### src/rtl/intr_router_pkg.sv
package intr_router_pkg;
  localparam int NUM_SRC    = 13;
  localparam int DATA_W     = 32;
  localparam int CLKOFF_BIT = 4;
  localparam int RX_BIT     = 5;
  localparam int TX_BIT     = 6;

  typedef enum logic {
    SEL_MASK = 1'b0,
    SEL_REQ  = 1'b1
  } reg_sel_e;
endpackage

### src/rtl/intr_req_reg.sv
module intr_req_reg
  import intr_router_pkg::*;
#(
  parameter int N      = NUM_SRC,
  parameter int RX     = RX_BIT,
  parameter int TX     = TX_BIT,
  parameter int CLKOFF = CLKOFF_BIT
) (
  input  logic         clk,
  input  logic         rst_n,
  input  logic [N-1:0] evt_set,
  input  logic         rx_pop,
  input  logic         tx_push,
  input  logic         clk_on,
  input  logic         clk_off,
  output logic [N-1:0] req_q
);
  logic [N-1:0] set_vec;
  logic [N-1:0] clr_vec;

  always_comb begin
    set_vec = evt_set;
    set_vec[CLKOFF] = evt_set[CLKOFF] | clk_off;
    clr_vec = '0;
    clr_vec[RX] = rx_pop;
    clr_vec[TX] = tx_push;
    clr_vec[CLKOFF] = clk_on;
  end

  for (genvar b = 0; b < N; b++) begin : g_bit
    always_ff @(posedge clk or negedge rst_n) begin
      if (!rst_n)          req_q[b] <= 1'b0;
      else if (set_vec[b]) req_q[b] <= 1'b1;
      else if (clr_vec[b]) req_q[b] <= 1'b0;
    end
  end


  evt_sticky_chk: assert property (@(posedge clk) disable iff (!rst_n)
    (|evt_set) |=> ((req_q & $past(evt_set)) == $past(evt_set)));

  rx_clear_chk: assert property (@(posedge clk) disable iff (!rst_n)
    (rx_pop && !evt_set[RX]) |=> !req_q[RX]);

  tx_clear_chk: assert property (@(posedge clk) disable iff (!rst_n)
    (tx_push && !evt_set[TX]) |=> !req_q[TX]);

  clk_stop_chk: assert property (@(posedge clk) disable iff (!rst_n)
    clk_off |=> req_q[CLKOFF]);
endmodule

### src/rtl/intr_mask_reg.sv
module intr_mask_reg
  import intr_router_pkg::*;
#(
  parameter int N = NUM_SRC,
  parameter int W = DATA_W
) (
  input  logic         clk,
  input  logic         rst_n,
  input  logic         wr_en,
  input  logic [W-1:0] wdata,
  output logic [N-1:0] mask_q
);
  always_ff @(posedge clk or negedge rst_n) begin
    if (!rst_n)     mask_q <= '0;
    else if (wr_en) mask_q <= wdata[N-1:0];
  end


  mask_load_chk: assert property (@(posedge clk) disable iff (!rst_n)
    wr_en |=> (mask_q == $past(wdata[N-1:0])));
endmodule

### src/rtl/intr_route.sv
module intr_route
  import intr_router_pkg::*;
#(
  parameter int N  = NUM_SRC,
  parameter int RX = RX_BIT,
  parameter int TX = TX_BIT
) (
  input  logic         clk,
  input  logic         rst_n,
  input  logic         dma_en,
  input  logic [N-1:0] req_q,
  input  logic [N-1:0] mask_q,
  output logic         dma_q,
  output logic         irq,
  output logic         dma_rx_req,
  output logic         dma_tx_req
);
  logic [N-1:0] svc_mask;
  logic [N-1:0] eff_mask;

  always_ff @(posedge clk or negedge rst_n) begin
    if (!rst_n) dma_q <= 1'b0;
    else        dma_q <= dma_en;
  end

  always_comb begin
    svc_mask = '0;
    svc_mask[RX] = dma_q;
    svc_mask[TX] = dma_q;
    eff_mask = mask_q | svc_mask;
  end

  assign irq        = |(req_q & ~eff_mask);
  assign dma_rx_req = dma_q & req_q[RX];
  assign dma_tx_req = dma_q & req_q[TX];
endmodule

### src/rtl/intr_dma_router.sv
module intr_dma_router
  import intr_router_pkg::*;
#(
  parameter int N = NUM_SRC,
  parameter int W = DATA_W
) (
  input  logic         clk,
  input  logic         rst_n,
  input  logic         reg_wr,
  input  logic         reg_sel,
  input  logic [W-1:0] reg_wdata,
  output logic [W-1:0] reg_rdata,
  input  logic         dma_en,
  input  logic [N-1:0] evt_set,
  input  logic         rx_fifo_rd,
  input  logic         tx_fifo_wr,
  input  logic         clk_start,
  input  logic         clk_stop,
  output logic         irq,
  output logic         dma_rx_req,
  output logic         dma_tx_req
);
  logic [N-1:0] req_q;
  logic [N-1:0] mask_q;
  logic         dma_q;
  logic         mask_wr;

  assign mask_wr = reg_wr && (reg_sel == SEL_MASK);

  intr_req_reg #(.N(N), .RX(RX_BIT), .TX(TX_BIT), .CLKOFF(CLKOFF_BIT)) i_req (
    .clk(clk), .rst_n(rst_n), .evt_set(evt_set), .rx_pop(rx_fifo_rd),
    .tx_push(tx_fifo_wr), .clk_on(clk_start), .clk_off(clk_stop), .req_q(req_q)
  );

  intr_mask_reg #(.N(N), .W(W)) i_mask (
    .clk(clk), .rst_n(rst_n), .wr_en(mask_wr), .wdata(reg_wdata), .mask_q(mask_q)
  );

  intr_route #(.N(N), .RX(RX_BIT), .TX(TX_BIT)) i_route (
    .clk(clk), .rst_n(rst_n), .dma_en(dma_en), .req_q(req_q), .mask_q(mask_q),
    .dma_q(dma_q), .irq(irq), .dma_rx_req(dma_rx_req), .dma_tx_req(dma_tx_req)
  );

  always_comb begin
    reg_rdata = '0;
    if (reg_sel == SEL_REQ) reg_rdata[N-1:0] = req_q;
    else                    reg_rdata[N-1:0] = mask_q;
  end


  req_readonly_chk: assert property (@(posedge clk) disable iff (!rst_n)
    (reg_wr && reg_sel && !(|evt_set) && !rx_fifo_rd && !tx_fifo_wr &&
     !clk_start && !clk_stop) |=> $stable(req_q));

  dma_off_chk: assert property (@(posedge clk) disable iff (!rst_n)
    !dma_q |-> (!dma_rx_req && !dma_tx_req));

  svc_hidden_chk: assert property (@(posedge clk) disable iff (!rst_n)
    (dma_q && ((req_q & ~(N'(1) << RX_BIT) & ~(N'(1) << TX_BIT)) == '0)) |-> !irq);

  mask_upper_chk: assert property (@(posedge clk) disable iff (!rst_n)
    !reg_sel |-> (reg_rdata[W-1:N] == '0));
endmodule

### config.mk
export PLATFORM = sky130hd
export DESIGN_NAME = intr_dma_router
export DESIGN_NICKNAME = d
export VERILOG_FILES = /design/src/rtl/intr_router_pkg.sv /design/src/rtl/intr_req_reg.sv /design/src/rtl/intr_mask_reg.sv /design/src/rtl/intr_route.sv /design/src/rtl/intr_dma_router.sv
export SDC_FILE = /design/constraint.sdc
export NUM_CORES = 1
export LEC_CHECK = 0
export ABC_AREA = 1
export BUFFER_PORTS_ARGS = -buffer_cell sky130_fd_sc_hd__buf_2
export CAP_MARGIN = 5
export CORE_AREA = 3 3 61 63
export CTS_CLUSTER_DIAMETER = 150
export DETAILED_ROUTE_END_ITERATION = 10
export DIE_AREA = 0 0 64 66
export PLACE_DENSITY = 0.94
export SYNTH_ARGS = -nofsm -noshare
export SYNTH_HDL_FRONTEND = slang
export SYNTH_SLANG_ARGS = --single-unit
export TNS_END_PERCENT = 30
### constraint.sdc
create_clock -name clk -period 2.5 [get_ports clk]
set_input_delay 0.5 -clock clk [delete_from_list [all_inputs] [get_ports clk]]
set_output_delay 0.5 -clock clk [all_outputs]
set_load 0.03 [all_outputs]
Word level (Yosys, flattened, before mapping)
Index checks and enable logic that the tools add are counted.
Storage, ports and cells
  register bits after elaboration: 27
  output and inout port bits: 35
Operators by class
  muxes and demuxes: 7
  reductions and logical operators: 5
  bitwise gates (word level): 7
Operators by type and width (number)
  AND 13 bit: 1
  2-to-1 mux 13 bit: 1
  NOT 13 bit: 1
  OR 13 x 7 -> 13 bit: 1
  OR reduction 13 bit: 1
  2-to-1 mux 1 bit: 6
  nonzero test 2 bit: 3
  AND 1 bit: 2
  logical AND 1 bit: 1
  NOT 1 bit: 1
  OR 1 bit: 1

Logic depth before layout (Yosys ltp)
  depth in word-level cells: 4
  mapped depth: 7
  depth with buffers taken out: 7

Modules after synthesis
A second synthesis with hierarchy kept.
Unflattened totals
  cells, all modules: 200
  area total of the unflattened synthesis: 1453.9 um^2
Modules (own cells, without submodules)
  intr_mask_reg: area an instance 494.2 um^2, seq. area each 325.3 um^2, instances 1, cells each 55
  intr_req_reg: area an instance 432.9 um^2, seq. area each 325.3 um^2, instances 1, cells each 35
  intr_dma_router: area an instance 322.8 um^2, seq. area each 0.0 um^2, instances 1, cells each 64
  intr_route: area an instance 203.9 um^2, seq. area each 25.0 um^2, instances 1, cells each 46

Least setup slack after synthesis
No wires, ideal clock.
  path kind: input to output
  start: input port reg_sel
  end: output port reg_rdata[1]
  arrival: 1.474 ns
  path buffers: 2
  path slack: 0.526 ns
  stages: 3
  cell sequence: buf_6 > buf_2 > o21ai_0
Between the ends
  longest elaborated chain between the ends: 1
Ends and longest elaborated chain
  start: declaration: RTL line intr_dma_router.sv:10  | input logic reg_sel,
  2-to-1 mux 13 bit: RTL line intr_dma_router.sv:46  | if (reg_sel == SEL_REQ) reg_rdata[N-1:0] = req_q;
  end: declaration: RTL line intr_dma_router.sv:12  | output logic [W-1:0] reg_rdata,
No other way between the ends.

Final worst setup path
  start: input port reg_sel
  end: output port reg_rdata[11]
Same word-level chain as after synthesis.

==> flow_metrics.tcl <==
set metrics [dict create \
    utilization_pct 51.0 \
    synth.area.top_cells "dfrtp_1 46%, buf_4 9.8%, nand2_1 9.0%, a21oi_2 7.8%, inv_1 5.7%" \
    post-route-drc-count 0 \
    required_ns 2.00 \
    clk_root_buffer_cell "clkbuf_4" \
    grt_pass1_vias 1027 \
    ys_seq_elements 27 \
    timing.final.hold_violations 0 \
    status "completed" \
    num-nets-final 271 \
    dieHeight_um 66 \
    synth_cells 168 \
    crit_path_start_kind "input port" \
    avgSynthCellArea_sq_um 8.70 \
    vdd.ir_drop.worst_uv 210 \
    clock-skew-final_ns 0 \
    tightest_slew_ns 0.593 \
    p_per_area_nw_per_um2 543 \
    globalRoute.totalOverflow 0 \
    io_pins 89 \
    grt_use_total_pct 13.4 \
    longest_clk_path_bufs 2 \
    clkLatencyLatePin_ns 0.32 \
    finalSetupViolations 0 \
    tritoncts.num_buffers 3 \
    worstPathArrival_ns 1.34 \
    worst_slew_margin_rel_pct 60.5 \
    clk_pin_slew_ns 0.15 \
    worst_setup_path_category "in2out" \
    finalCriticalPeriod_ns 1.84 \
    ctsHoldBuffers 0 \
    drv.max_cap_violation_count 0 \
    diodes 0 \
    detail-route-antenna-nets 0 \
    drt-wirelength-per-cell_um 10.3 \
    numPortBuffers 50 \
    synthDominantCellAreaShare_pct 46.2 \
    fmaxAchievable_ghz 0.545 \
    cts_tree "done" \
    cp-end-kind "primary output" \
    core_area_sq_um 3280 \
    dieWidth_um 64 \
    ctsResizeCount 0 \
    hpwl_mm 2.09 \
    drt_pre_antenna_iters 4 \
    flow.area_growth_from_synthesis_pct 14.6 \
    layout-drive-gt1-share_pct 39.8 \
    post-route-period-util_pct 73.5 \
    timing.final.max_slew_violations 0 \
    critical_path_peak_fanout 27 \
    htree_num_levels 1 \
    fp.dieArea_sq_um 4220 \
    synth_warnings 0 \
    grt_antenna_before_repair 0 \
    timing.hold.worst.class "in2async" \
    fp-row-count 21 \
    synth_top_area_cell "dfrtp_1" \
    unrepaired_setup_endpoints_after_global_routing "false" \
    postRouteWirelength_mm 2.70 \
    cell_area_after_synthesis_sq_um 1460 \
    initial_drc_count 18 \
    total_leakage_power_nw 0.901 \
    routed_via_density 4.21 \
    finalSetupTns_ns 0 \
    pin_count_of_the_biggest_net_entering_global_routing 28 \
    yosysSeqAreaShare_pct 46.2 \
    route.vias.total 1102 \
    yosys.cell_types.count 18 \
    cts_setup_buffers 0 \
    clock_sink_count 27 \
    gp_congestion 0.700 \
    layout.filler_cells 342 \
    starting_density_of_the_core_pct 44.5 \
    grt_pass1_wl_mm 4.38 \
]
placed cells by master (no fill, tap or decap):
master,count
a21oi_1,1
a21oi_2,13
buf_2,50
clkbuf_4,3
clkinv_2,1
conb_1,19
dfrtp_1,27
inv_1,22
inv_6,1
nand2_1,35
nand2_8,1
nand3_1,1
nor2_1,9
nor2_2,7
o21ai_0,14
o21bai_1,2
or2_2,10
kinds of logic after synthesis:
logic type | share of synthesized area [%]
flip-flops | 46.2
other | 0.257
AND/OR/NAND/NOR | 20.3
buffers and inverters | 19.3
AO/OA/AOI/OAI | 14.0
worst paths after layout:
path                                  from                to  slack [ns]  cells after the start
max                                reg_sel     reg_rdata[11]        0.66                      4
min                                  rst_n    i_req.req_q[0]        0.16                      1
max reg2reg                i_req.req_q[10]   i_req.req_q[10]        1.67                      1
min reg2reg                 i_req.req_q[0]    i_req.req_q[0]        0.51                      1
max in group asynchronous            rst_n  i_mask.mask_q[8]        1.94                      1
min in group clk                    dma_en     i_route.dma_q        0.29                      1
flip-flops by register name (all words and copies together), names as in the netlist:
signal	count
i_mask.mask_q	13
i_req.req_q	13
i_route.dma_q	1
routing by layer:
layer,global-route usage [%],up-vias,share of wire (%)
li1,-,569,-
met1,16.1,491,42
met2,24.0,40,51
met3,2.55,2,6.9
met4,4.04,0,0.48
met5,0,-,0
Yosys cell counts:
cell type / number
o21bai_1: 2
buf_8: 1
dfrtp_1: 27
a21oi_2: 13
conb_1: 1
nor2_2: 7
nand2_1: 35
buf_2: 2
nand3_1: 1
o21ai_0: 14
buf_6: 2
nor2_1: 9
inv_6: 1
or2_2: 10
buf_4: 19
nand2_8: 1
a21oi_1: 1
inv_1: 22
final cells by class:
| cell class | count | area, sq um | share of cell area, % |
|---|---|---|---|
| repair buffers | 50 | 250 | 14.9 |
| inverters | 23 | 91.3 | 5.46 |
| clock buffers | 3 | 22.5 | 1.35 |
| well taps | 46 | 57.6 | 3.44 |
| flip-flops and latches | 27 | 676 | 40.4 |
| multi-input cells | 112 | 572 | 34.2 |
| clock inverters | 1 | 5.00 | 0.299 |
through the flow:
| stage | area, sq um | total power [W] | worst slack (ns) | hold WS, ns | cells |
|---|---|---|---|---|---|
| 6_report | 1670 | 0.000909 | 0.664 | 0.158 | 262 |
| 5_1_grt | 1670 | 0.000971 | 0.555 | 0.193 | 262 |
| 4_1_cts | 1670 | 0.000929 | 0.640 | 0.169 | 262 |
| 3_5_place_dp | 1650 | 0.000739 | 0.655 | 0.480 | 258 |
| 3_3_place_gp | 1650 | 0.000733 | 0.695 | 0.475 | 258 |
| 2_1_floorplan | 1530 | 0.000693 | 0.526 | 0.204 | 186 |
power breakdown:
part	switching (W)	internal, W
combinational	0.000178	0.0000733
sequential	0.0000100	0.000466
clock	0.000122	0.0000598
total	0.000310	0.000599
worst max-delay path: stages:
cell	delay, ns
buf_2	0.40
nand2_1	0.10
o21ai_0	0.10
buf_2	0.23
No activity file was read; power rests on OpenSTA's default activity.
